==> src/rtl/cache_fault_mgr.sv <==
module cache_fault_mgr #(
  parameter int SETS       = 16,
  parameter int WAYS       = 4,
  parameter int THRESH     = 3,
  parameter int SPARES     = 2,
  parameter int QDEL_LIMIT = 2,
  localparam int SW    = $clog2(SETS),
  localparam int WW    = (WAYS > 1) ? $clog2(WAYS) : 1,
  localparam int SPW   = (SPARES > 1) ? $clog2(SPARES) : 1,
  localparam int SLW   = $clog2(SPARES + 1),
  localparam int LINES = SETS * WAYS,
  localparam int LW    = SW + WW,
  localparam int CW    = $clog2(THRESH + 1),
  localparam int QCW   = $clog2(QDEL_LIMIT + 1)
) (
  input  logic            clk,
  input  logic            rst_n,
  input  logic            err_valid,
  input  logic [SW-1:0]   err_set,
  input  logic [WW-1:0]   err_way,
  input  logic [SW-1:0]   lk_set,
  input  logic [WW-1:0]   lk_way,
  output logic            lk_ok,
  output logic            lk_spared,
  output logic [SPW-1:0]  lk_spare_id,
  input  logic [SW-1:0]   alloc_set,
  output logic [WAYS-1:0] alloc_mask,
  output logic            inval_valid,
  output logic [SW-1:0]   inval_set,
  output logic [WW-1:0]   inval_way,
  output logic [3:0]      q_dead,
  output logic [SLW-1:0]  spares_left
);

  logic [CW-1:0]  cnt [LINES];
  logic [LINES-1:0] deleted, spared;
  logic [SPARES-1:0] sp_used;
  logic [LW-1:0]  sp_line [SPARES];
  logic [QCW-1:0] qdel [4];

  wire [LW-1:0] e_line = {err_set, err_way};
  wire [1:0]    e_q    = err_set[SW-1 -: 2];
  wire e_retired = deleted[e_line] | spared[e_line] | q_dead[e_q];
  wire e_hit     = err_valid & ~e_retired;
  wire e_trip    = e_hit & (cnt[e_line] == CW'(THRESH - 1));

  logic           free_ok;
  logic [SPW-1:0] free_id;
  always_comb begin
    free_ok = 1'b0;
    free_id = '0;
    for (int i = SPARES - 1; i >= 0; i--)
      if (!sp_used[i]) begin
        free_ok = 1'b1;
        free_id = SPW'(i);
      end
  end

  always_comb begin
    spares_left = SLW'(SPARES);
    for (int i = 0; i < SPARES; i++)
      if (sp_used[i]) spares_left = spares_left - 1'b1;
  end

  always_ff @(posedge clk or negedge rst_n) begin
    if (!rst_n) begin
      for (int i = 0; i < LINES; i++) cnt[i] <= '0;
      for (int i = 0; i < SPARES; i++) sp_line[i] <= '0;
      for (int q = 0; q < 4; q++) qdel[q] <= '0;
      deleted     <= '0;
      spared      <= '0;
      sp_used     <= '0;
      q_dead      <= '0;
      inval_valid <= 1'b0;
      inval_set   <= '0;
      inval_way   <= '0;
    end else begin
      inval_valid <= e_trip;
      if (e_trip) begin
        inval_set <= err_set;
        inval_way <= err_way;
      end
      if (e_hit) cnt[e_line] <= cnt[e_line] + 1'b1;
      if (e_trip) begin
        if (free_ok) begin
          sp_used[free_id] <= 1'b1;
          sp_line[free_id] <= e_line;
          spared[e_line]   <= 1'b1;
        end else begin
          deleted[e_line] <= 1'b1;
          qdel[e_q]       <= qdel[e_q] + 1'b1;
          if (qdel[e_q] == QCW'(QDEL_LIMIT - 1)) q_dead[e_q] <= 1'b1;
        end
      end
    end
  end

  wire [LW-1:0] l_line = {lk_set, lk_way};
  wire [1:0]    l_q    = lk_set[SW-1 -: 2];
  logic [SPARES-1:0] l_match;

  always_comb begin
    lk_spare_id = '0;
    for (int i = 0; i < SPARES; i++) begin
      l_match[i] = sp_used[i] && (sp_line[i] == l_line);
      if (l_match[i]) lk_spare_id = SPW'(i);
    end
  end

  assign lk_spared = spared[l_line];
  assign lk_ok     = ~deleted[l_line] & ~q_dead[l_q];

  wire [1:0] a_q = alloc_set[SW-1 -: 2];
  for (genvar w = 0; w < WAYS; w++) begin : g_alloc
    assign alloc_mask[w] = ~deleted[{alloc_set, WW'(w)}] & ~q_dead[a_q];
  end

  AST_SPARES_MONO: assert property (@(posedge clk) disable iff (!rst_n)
    spares_left <= $past(spares_left));
  AST_SPARE_UNIQUE: assert property (@(posedge clk) disable iff (!rst_n)
    $onehot0(l_match));
  AST_SPARE_AGREES: assert property (@(posedge clk) disable iff (!rst_n)
    lk_spared == (l_match != '0));
  AST_DEL_STICKY: assert property (@(posedge clk) disable iff (!rst_n)
    (deleted & $past(deleted)) == $past(deleted));
  AST_INVAL_CAUSE: assert property (@(posedge clk) disable iff (!rst_n)
    inval_valid |-> $past(err_valid));
  AST_QDEAD_STICKY: assert property (@(posedge clk) disable iff (!rst_n)
    (q_dead & $past(q_dead)) == $past(q_dead));
  AST_RETIRED_QUIET: assert property (@(posedge clk) disable iff (!rst_n)
    (err_valid && e_retired) |=> (!inval_valid && $stable(spares_left)));

endmodule

==> config.mk <==
export PLATFORM = sky130hd
export DESIGN_NAME = cache_fault_mgr
export DESIGN_NICKNAME = d
export VERILOG_FILES = /design/src/rtl/cache_fault_mgr.sv
export SDC_FILE = /design/constraint.sdc
export NUM_CORES = 1
export LEC_CHECK = 0
export ABC_AREA = 1
export BUFFER_PORTS_ARGS = -buffer_cell sky130_fd_sc_hd__clkbuf_2
export CORE_AREA = 3 3 173 175
export CTS_CLUSTER_DIAMETER = 100
export DETAILED_ROUTE_END_ITERATION = 6
export DIE_AREA = 0 0 176 178
export PLACE_DENSITY = 0.68
export SLEW_MARGIN = 30
export SYNTH_ARGS = -nofsm -noshare
export SYNTH_HDL_FRONTEND = slang
export SYNTH_SLANG_ARGS = --single-unit
==> constraint.sdc <==
create_clock -name clk -period 4.7 [get_ports clk]
set_input_delay 0.94 -clock clk [delete_from_list [all_inputs] [get_ports clk]]
set_output_delay 0.94 -clock clk [all_outputs]
set_load 0.03 [all_outputs]
# Word level (Yosys, flattened, before mapping)
# Cells that the tools add are included.
dict set report op_classes {
  n_mux 49
  reduce_logical 10
  bitwise_logic 25
  add_sub_neg 3
  n_eq_ne 3
  n_lt_le_gt_ge 19
}
# operator n
set ops {}
lappend ops {{$bwmux 128} 1}
lappend ops {{$or 64x64->64} 2}
lappend ops {{$lt 6x7->1 const B} 6}
lappend ops {{$bmux 1 s6} 4}
lappend ops {{$mux 1} 18}
lappend ops {{$bmux 1 s4} 4}
lappend ops {{$mux 2} 8}
lappend ops {{$bmux 2 s6} 1}
lappend ops {{$bwmux 12} 1}
lappend ops {{$demux 2 s6} 1}
lappend ops {{$lt 2x3->1 const B} 3}
lappend ops {{$not 1->1} 9}
lappend ops {{$bwmux 8} 1}
lappend ops {{$and 1x1->1} 7}
lappend ops {{$ge 7x7->1 const B} 1}
lappend ops {{$logic_and 1x1->1} 7}
lappend ops {{$lt 7x1->1 const B} 1}
lappend ops {{$not 6->7} 1}
lappend ops {{$bmux 1 s2} 3}
lappend ops {{$demux 1 s6} 1}
lappend ops {{$demux 6 s1} 1}
lappend ops {{$eq 6x6->1} 1}
lappend ops {{$ge 6x1->1 const B} 1}
lappend ops {{$mux 6} 1}
lappend ops {{22 further kinds} 25}
dict set report word_totals {
  word_cells 186
  output_inout_bits 20
  reg_bits 289
  in_bits 19
}

# Longest topological paths before layout
# Gate-level depths: netlist (run 1).
dict set report depth {
  depth_word 8
  depth_mapped 21
}

# Least setup slack after synthesis (run 1)
# OpenSTA, ideal clock, no wires.
dict set report synth_timing {
  path_kind {input to output}
  start {input lk_way[0]}
  end {output lk_spare_id}
  arrival_ns 2.764
  stages 7
  slack_ns 0.996
  n_path_buf 2
  required_time_ns 3.760
  path_cell_list {clkbuf_1 > inv_1 > clkbuf_1 > o22ai_1 > a221oi_1 > nand2_1 > nor4_1}
}
dict set report synth_via {
  elab_chain_cells 3
}
# element line
set synth_lines {}
lappend synth_lines {{start: declaration} 22} ;# input logic [WW-1:0] lk_way,
lappend synth_lines {{$eq 6x6->1} 105} ;# l_match[i] = sp_used[i] && (sp_line[i] == l_line);
lappend synth_lines {{$logic_and 1x1->1} 105}
lappend synth_lines {{$mux 1} 106} ;# if (l_match[i]) lk_spare_id = SPW'(i);
lappend synth_lines {{end: declaration} 25} ;# output logic [SPW-1:0] lk_spare_id,
# No other way between the ends.

# Worst setup path in the final report (run 1)
dict set report layout_timing {
  start {input lk_way[0]}
  end {output lk_ok}
}
dict set report layout_via {
  elab_chain_cells 4
}
# element line
set layout_lines {}
lappend layout_lines {{$bmux 1 s6} 111} ;# assign lk_ok = ~deleted[l_line] & ~q_dead[l_q];
lappend layout_lines {{$mux 1 (implied by the code)} 111}
lappend layout_lines {{$not 1->1} 111}
lappend layout_lines {{$and 1x1->1} 111}
lappend layout_lines {{end: declaration} 23} ;# output logic lk_ok,
# No other way between the ends. The select of a mux whose other input is x is not followed.

==> flow_summary.toml, run 1 <==
[setup_path]
crit_path_end_kind = "primary output"
crit_slowest_cell = "clkbuf_2"
cp_data_required_time_ps = 3760
crit_arrival_ps = 3080
path_cells = "clkbuf_2 > buf_12 > a21oi_1 > o21ai_0 > o21ai_0 > o21ai_0 > o21ai_0 > o211ai_1 > nand2_1 > nor2_1 > clkbuf_2"
worstPathMaxFanout = 57
slowest_delay_ps = 470
cpMostUsedCell = "o21ai_0"
crit_type = "input port to primary output"
startpoint_type = "input port"

[clocking]
numCtsBuffers = 34
clkSinkCount = 283
cts_post_setup_buffers_inserted = 0
clk-insertion-delay-late_ps = 520
cts_hold_buf = 0
cts_root_buf = "clkbuf_16"
htree_levels = 2
cts.repair.resized = 0
cts.clk_slew.worst_paths_ps = 60
cts_tree = "done"
clock_path_buffers = 3

[timing]
setup_viol = 0
fmax_mhz = 248.6
tns_ps = 0
rsz0062_at_grt = "false"
maxSlewViolCount = 0
fin_skew_ps = 13.70
report.final.hold_viol_count = 0
layout_min_cycle_time_ps = 4023
worstMarginPinSlew_ps = 782.9
min_period_over_period_pct = 85.59
relSlewSlack_pct = 47.81

[power_and_ir_drop]
leakagePower_nw = 7.675
pwr-share-clk_pct = 46.3
pwr-share-seq_pct = 44.9
switchingPower_mw = 1.453
p_int_mw = 4.121
powerDensity_nw_per_um2 = 336.0
switching_share_pct = 26.07
total_power_mw = 5.574
combinationalPowerShare_pct = 8.8
ir_worst_vdd_mv = 0.1898

[drt]
postRouteAntennaNets = 0
vias = 14457
drcViolationCount = 0
drtPass1Iterations = 6
drtIter0Drc = 2051
wl_per_cell_microns = 20.70
totalWireLength_microns = 50460
vias_per_cell = 5.932

[synth]
synth_xor_area_share_pct = 0
synth_edf_count = 0
ys_ff_latch = 283
synth_mux_area_share_pct = 0
synth.distinct_cells = 33
synth_top_area_share_pct = 47.69
synth_top_area_cell = "dfrtp_1"
synthFlopType = "dfrtp_1"
postSynthAreaPerCell_sq_um = 7.337
ys_seq_area_share_pct = 47.69
synth_area_leaders = "dfrtp_1, nand2_1, o21ai_0, inv_1, nor2_1"
postSynthCellCount = 2024
postSynth.asyncResetShare_pct = 100.0
synthSimpleGateAreaFrac_pct = 25.79
yosysWarnings = 0
synthAdderAreaFrac_pct = 0.5056
syn_area_sq_um = 14850
synth-compound-area-share_pct = 18.15
synth_top_family_by_area = "simple AND/OR/NAND/NOR gates"
synth_fp_nets = 2049

[run_status]
outcome = "completed"

[hold_path]
hp-class = "input port to asynchronous set/reset pin"

[grt]
grt_pass1_wl_microns = 78910
grtUsageTotal_pct = 32.28
grt_max_degree = 103
antenna_found_initial = 0
grt-ovfl-total = 0
grt_pass1_vias = 13674

[floorplanning]
num_rows = 62
start_util_pct = 51.88
die_area_sq_um = 31330
die_w_microns = 176
ios = 39
chipHeight_microns = 178
core_area_sq_um = 28630

[place]
dp_hpwl_microns = 34540
dp_cells = 2381
routabilityCongestion = 0.9554
portBuffers = 38

[final_layout]
final_nets = 2058
fill_cells = 2688
num_antenna_cells = 0
syn2layout_area_growth_pct = 11.70
final_cells = 2437
drive_above_1_share_pct = 7.160

[flow_run]
cap_violations = 0
per-stage QoR:
stage / hold WS (ps) / instance area (sq um) / utilization, % / worst slack (ps)
floorplan: 433.6 / 14850 / - / 996.3
global placement: 452.2 / 15520 / 54.21 / 422.0
detailed placement: 455.7 / 15520 / 54.21 / 422.4
CTS: 450.2 / 16590 / 57.95 / 725.7
global route: 462.3 / 16590 / 57.95 / 535.6
finish: 404.2 / 16590 / 57.95 / 677.2
layout by cell type, fill, tap and decap left out, drive strengths merged, types with 13 or more instances in the layout:
cell,count
nand3,92
nand4,37
clkbuf,82
o21bai,33
dfrtp,283
clkinv,13
a22oi,29
nor2,153
o21ai,300
inv,182
buf,44
nand2,670
a21oi,85
worst paths after layout:
kind / start / endpoint / slack (ps) / cells after the start
setup reg to reg: cnt[112] / qdel[3] / 1890 / 13
setup / recovery: lk_way[0] / lk_ok / 680 / 11
max in group asynchronous: rst_n / cnt[70] / 3280 / 2
min in group clk: spared[5] / spared[5] / 470 / 2
hold / removal: rst_n / deleted[41] / 400 / 1
hold reg to reg: spared[5] / spared[5] / 470 / 2
per-layer routing:
metal	wire length, microns	share of wire [%]	global-route usage [%]
met5	0	0	0
met2	21450	43	47.49
met4	2136	4.2	12.70
met3	5446	11	7.684
met1	21420	42	46.28
cell type report:
class	instances	area [sq um]	area share [%]
Sequential cell	283	7082	42.69
Multi-Input combinational cell	1447	6609	39.84
Clock buffer	45	942.2	5.680
Inverter	186	698.2	4.209
Timing Repair Buffer	81	648.1	3.907
Tap cell	384	480.5	2.897
Clock inverter	11	127.6	0.7694
registers in the layout, summed over array words and instances (netlist names):
| register | cells |
|---|---|
| q_dead | 4 |
| deleted | 64 |
| sp_line | 6 |
| cnt | 128 |
| inval_set | 4 |
| qdel | 8 |
| sp_used | 2 |
| spared | 64 |
| inval_way | 2 |
| inval_valid | 1 |
worst max-delay path, delay by kind of cell:
kind	cells	cell delay [ps]
buffers and inverters	3	1010
AO/OA/AOI/OAI	6	870
AND/OR/NAND/NOR	2	210
cell families after synthesis:
group	Yosys count
AO/OA/AOI/OAI	486
adder cells (fa/ha/maj)	6
buffers and inverters	294
flip-flops	283
AND/OR/NAND/NOR	955
Yosys cell counts, types with 6 or more instances:
master,count
nor2_1,150
inv_1,171
clkinv_1,7
dfrtp_1,283
o21ai_1,17
o21bai_1,33
nand2_1,670
nand3_1,90
buf_2,35
o21ai_0,283
ha_1,6
nand4_1,37
a221oi_1,10
o211ai_1,11
inv_2,8
a22oi_1,29
a21oi_1,85
clkbuf_1,63
power groups by stage:
stage	Clock [mW]	Sequential [mW]	Combinational (mW)
3_3_place_gp	0	2.54	0.478
4_1_cts	2.60	2.50	0.483
2_1_floorplan	0	2.54	0.272
6_report	2.58	2.50	0.491
3_5_place_dp	0	2.54	0.480
5_1_grt	2.71	2.50	0.538
Note: power is estimated with default switching activity, not from simulation.
==> run 2, diff against run 1 <==
CELL_PAD_IN_SITES_DETAIL_PLACEMENT = 1   (was default)
CELL_PAD_IN_SITES_GLOBAL_PLACEMENT = 1   (was default)
CORE_AREA = 3 3 182 184   (was 3 3 173 175)
DIE_AREA = 0 0 185 187   (was 0 0 176 178)
PLACE_DENSITY = default   (was 0.68)
PLACE_DENSITY_LB_ADDON = 0.1   (was default)
clock period = 4.3 ns   (was 4.7 ns; I/O delays follow)
==> flow_summary.toml, run 2 (same netlist as run 1, synthesis figures left out) <==
[run_status]
outcome = "completed"

[place]
dp_hpwl_microns = 40580
routabilityCongestion = 0.9155
dp_cells = 2430
portBuffers = 38

[timing]
layout_min_cycle_time_ps = 3911
report.final.hold_viol_count = 0
tns_ps = 0
min_period_over_period_pct = 90.96
fin_skew_ps = 12.92
maxSlewViolCount = 0
relSlewSlack_pct = 41.15
fmax_mhz = 255.7
worstMarginPinSlew_ps = 877.3
setup_viol = 0
rsz0062_at_grt = "false"

[final_layout]
regMostFlops = "cnt"
syn2layout_area_growth_pct = 14.37
top_regs = "cnt: 128 flops, deleted: 64 flops, spared: 64 flops"
num_antenna_cells = 0
largest_reg_flops = 128
final_common_cell = "nand2_1"
drive_above_1_share_pct = 8.721
final_nets = 2090
final_cell_mix = "nand2_1, o21ai_0, dfrtp_1"
final_cells = 2489

[floorplanning]
chipHeight_microns = 187
ios = 39
die_w_microns = 185
die_area_sq_um = 34600
core_area_sq_um = 31560
start_util_pct = 47.06
num_rows = 65

[drt]
topRoutingLayerUsed = "met4"
met3WireLength_microns = 4391
drtIter0Drc = 1511
drcViolationCount = 0
vias_per_cell = 5.963
met2_length_microns = 26070
postRouteAntennaNets = 0
drtPass1Iterations = 6
m1WireLength_microns = 25470
wl_per_cell_microns = 23.27
vias = 14841
totalWireLength_microns = 57930

[setup_path]
crit_type = "input port to primary output"
startpoint = "alloc_set[0]"
r2r_end = "sp_used[0]"
worstSetupEndpoint = "alloc_mask[3]"
worstPathMaxFanout = 32
crit_path_end_kind = "primary output"
r2r-start = "spared[50]"
crit_arrival_ps = 3050
startpoint_type = "input port"
worst-r2r-setup-slack_ps = 1140
cp_data_required_time_ps = 3440
rr_worst_depth = 15

[clocking]
clkSinkCount = 283
cts.repair.resized = 0
cts_post_setup_buffers_inserted = 0
cts_hold_buf = 0
cts.clk_slew.worst_paths_ps = 50
clock_path_buffers = 3
cts_tree = "done"
htree_levels = 2
numCtsBuffers = 34
clk-insertion-delay-late_ps = 520
cts_root_buf = "clkbuf_16"

[power_and_ir_drop]
leakagePower_nw = 7.884
powerDensity_nw_per_um2 = 371.1
ir_worst_vdd_mv = 0.2911

[hold_path]
hp-class = "input port to asynchronous set/reset pin"

[grt]
grt-ovfl-total = 0
grtUsageTotal_pct = 33.68
antenna_found_initial = 0
grt_pass1_vias = 15163
grt_max_degree = 99
grt_pass1_wl_microns = 90660

[flow_run]
cap_violations = 0
-- run 2: layout make-up --
type	count	area [sq um]
fill	4013	14570
sequential	283	7082
multi-input combinational	1447	6614
clock buffer	51	1026
timing repair buffer	113	945.9
inverter	186	698.2
tap	402	503.0
clock inverter	7	113.9
-- run 2: worst max-delay path: stages --
cell,delay (ps)
clkbuf_2,100
clkinv_1,680
o21ai_0,650
nand3_1,130
nand3_1,120
nand2_1,60
a31oi_1,200
clkbuf_2,250
-- run 2: metrics by stage --
| step | power, mW | utilization [%] | hold slack [ps] | cell area (sq um) | setup WS [ps] |
|---|---|---|---|---|---|
| 6_report | 6.302 | 53.82 | 359.0 | 16980 | 388.6 |
| 4_1_cts | 6.334 | 53.73 | 420.6 | 16960 | 630.8 |
| 3_3_place_gp | 3.339 | 50.12 | 454.9 | 15820 | 209.6 |
| 2_1_floorplan | 3.072 | - | 433.6 | 14850 | 756.3 |
| 5_1_grt | 6.518 | 53.82 | 444.6 | 16980 | 237.7 |
| 3_5_place_dp | 3.355 | 50.12 | 460.9 | 15820 | 121.5 |
-- run 2: power breakdown --
| group | total [mW] | internal (mW) | switching, mW | leakage, nW |
|---|---|---|---|---|
| Combinational | 0.582 | 0.149 | 0.433 | 3.90 |
| Sequential | 2.74 | 2.71 | 0.0285 | 3.42 |
| Clock | 2.98 | 1.82 | 1.16 | 0.563 |
-- run 2: worst min-delay path by stage --
| stage | to | slack [ps] | cells past startpoint |
|---|---|---|---|
| 2_1_floorplan | spared[13] | 430 | 2 |
| 3_5_place_dp | spared[40] | 460 | 2 |
| 6_report | spared[41] | 360 | 1 |
| 4_1_cts | spared[62] | 420 | 1 |
| 3_3_place_gp | spared[40] | 450 | 2 |
| 5_1_grt | spared[41] | 440 | 1 |
-- run 2: layer usage --
metal / up-vias / track usage [%]
met1: 7367 / 49.01
met2: 640 / 51.94
met4: 0 / 10.97
met3: 147 / 4.804
met5: - / 0
li1: 6687 / -
==> run 3, diff against run 2 <==
RECOVER_POWER = 50   (was default)
==> flow_summary.toml, run 3 (same netlist as run 1, synthesis figures left out) <==
[place]
dp_hpwl_microns = 40580
portBuffers = 38
routabilityCongestion = 0.9155

[flow_run]
cap_violations = 1

[clocking]
cts_hold_buf = 0
cts_post_setup_buffers_inserted = 0
cts.repair.resized = 0
cts.clk_slew.worst_paths_ps = 50
numCtsBuffers = 34
clock_path_buffers = 3
cts_tree = "done"
htree_levels = 2
cts_root_buf = "clkbuf_16"
clkSinkCount = 283
clk-insertion-delay-late_ps = 520

[hold_path]
hp-start = "spared[36]"
hp-class = "register to register"

[floorplanning]
chipHeight_microns = 187
core_area_sq_um = 31560
num_rows = 65
die_w_microns = 185
start_util_pct = 47.06
ios = 39
die_area_sq_um = 34600

[timing]
min_period_over_period_pct = 92.02
worstMarginPinSlew_ps = 2661
layout_min_cycle_time_ps = 3957
fin_skew_ps = 14.42
fmax_mhz = 252.7
report.final.hold_viol_count = 0
tns_ps = 0
relSlewSlack_pct = -77.38
setup_viol = 0
rsz0062_at_grt = "false"
maxSlewViolCount = 98

[drt]
drcViolationCount = 0
vias_per_cell = 5.987
wl_per_cell_microns = 23.38
vias = 14901
totalWireLength_microns = 58200
postRouteAntennaNets = 0
drtPass1Iterations = 5
drtIter0Drc = 1582

[grt]
grt_pass1_vias = 15163
grt-ovfl-total = 0
grt_pass1_wl_microns = 90660
antenna_found_initial = 0
grtUsageTotal_pct = 33.68
grt_max_degree = 99

[setup_path]
startpoint = "alloc_set[0]"
worstPathMaxFanout = 32
r2r-start = "spared[50]"
cp_data_required_time_ps = 3440
crit_arrival_ps = 3100
startpoint_type = "input port"
crit_type = "input port to primary output"
crit_path_end_kind = "primary output"

[power_and_ir_drop]
leakagePower_nw = 7.842
ir_worst_vdd_mv = 0.2911
p_int_mw = 4.677
combinationalPowerShare_pct = 9.2
switchingPower_mw = 1.624
switching_share_pct = 25.77
powerDensity_nw_per_um2 = 372.0
pwr-share-clk_pct = 47.4
pwr-share-seq_pct = 43.4

[final_layout]
final_common_cell = "nand2_1"
multi_input_area_sq_um = 6614
fill_cells = 4018
regMostFlops = "cnt"
syn2layout_area_growth_pct = 14.08
largest_reg_flops = 128
final_util_pct = 53.68
final_cell_mix = "nand2_1, o21ai_0, dfrtp_1"
drive_above_1_share_pct = 8.241
ff_latch_area_sq_um = 7082
final_nets = 2090
top_regs = "cnt: 128 flops, deleted: 64 flops, spared: 64 flops"
num_antenna_cells = 0

[run_status]
outcome = "finished, violations left"
violations = "max-capacitance violations, max-slew violations"
## run 3: power by group through the flow
stage               clock network (mW)  registers [mW]  logic (mW)
floorplan                            0            2.77       0.297
global placement                     0            2.78       0.557
detailed placement                   0            2.78       0.570
CTS                               3.02            2.74       0.574
global route                      3.14            2.74       0.630
finish                            2.99            2.74       0.579
## run 3: final timing paths
path	depth (start not counted)	end	slack, ps
min in group asynchronous	1	spared[41]	1140
min reg2reg	2	spared[36]	470
max	8	alloc_mask[3]	340
min	2	spared[36]	470
max reg2reg	15	spared[47]	1120
max in group asynchronous	2	cnt[100]	700
## run 3: layout make-up
class                   count  share of cell area (%)
multi-input cells        1447                   39.04
flip-flops and latches    283                   41.81
clock buffers              51                   6.057
repair buffers            113                   5.333
well taps                 402                   2.969
inverters                 186                   4.121
clock inverters             7                  0.6721
## run 3: layer usage
metal  part of all wire (%)  track usage (%)
met3                    7.8            4.804
met2                     45            51.94
met4                    3.5            10.97
met1                     44            49.01
met5                      0                0
## run 3: metrics by stage
step / instances / power [mW] / area [sq um] / hold WS, ps / setup WS (ps)
floorplan: 2024 / 3.072 / 14850 / 433.6 / 756.3
global placement: 2430 / 3.339 / 15820 / 454.9 / 209.6
detailed placement: 2430 / 3.355 / 15820 / 460.9 / 121.5
CTS: 2488 / 6.334 / 16960 / 420.6 / 630.8
global route: 2489 / 6.515 / 16940 / 493.0 / 126.6
finish: 2489 / 6.301 / 16940 / 473.7 / 343.1
## run 3: worst max-delay path, stage by stage
cell and delay, ps:
clkbuf_2 100, clkinv_1 680, o21ai_0 680, nand3_1 130
nand3_1 120, nand2_1 60, a31oi_1 200, clkbuf_2 250
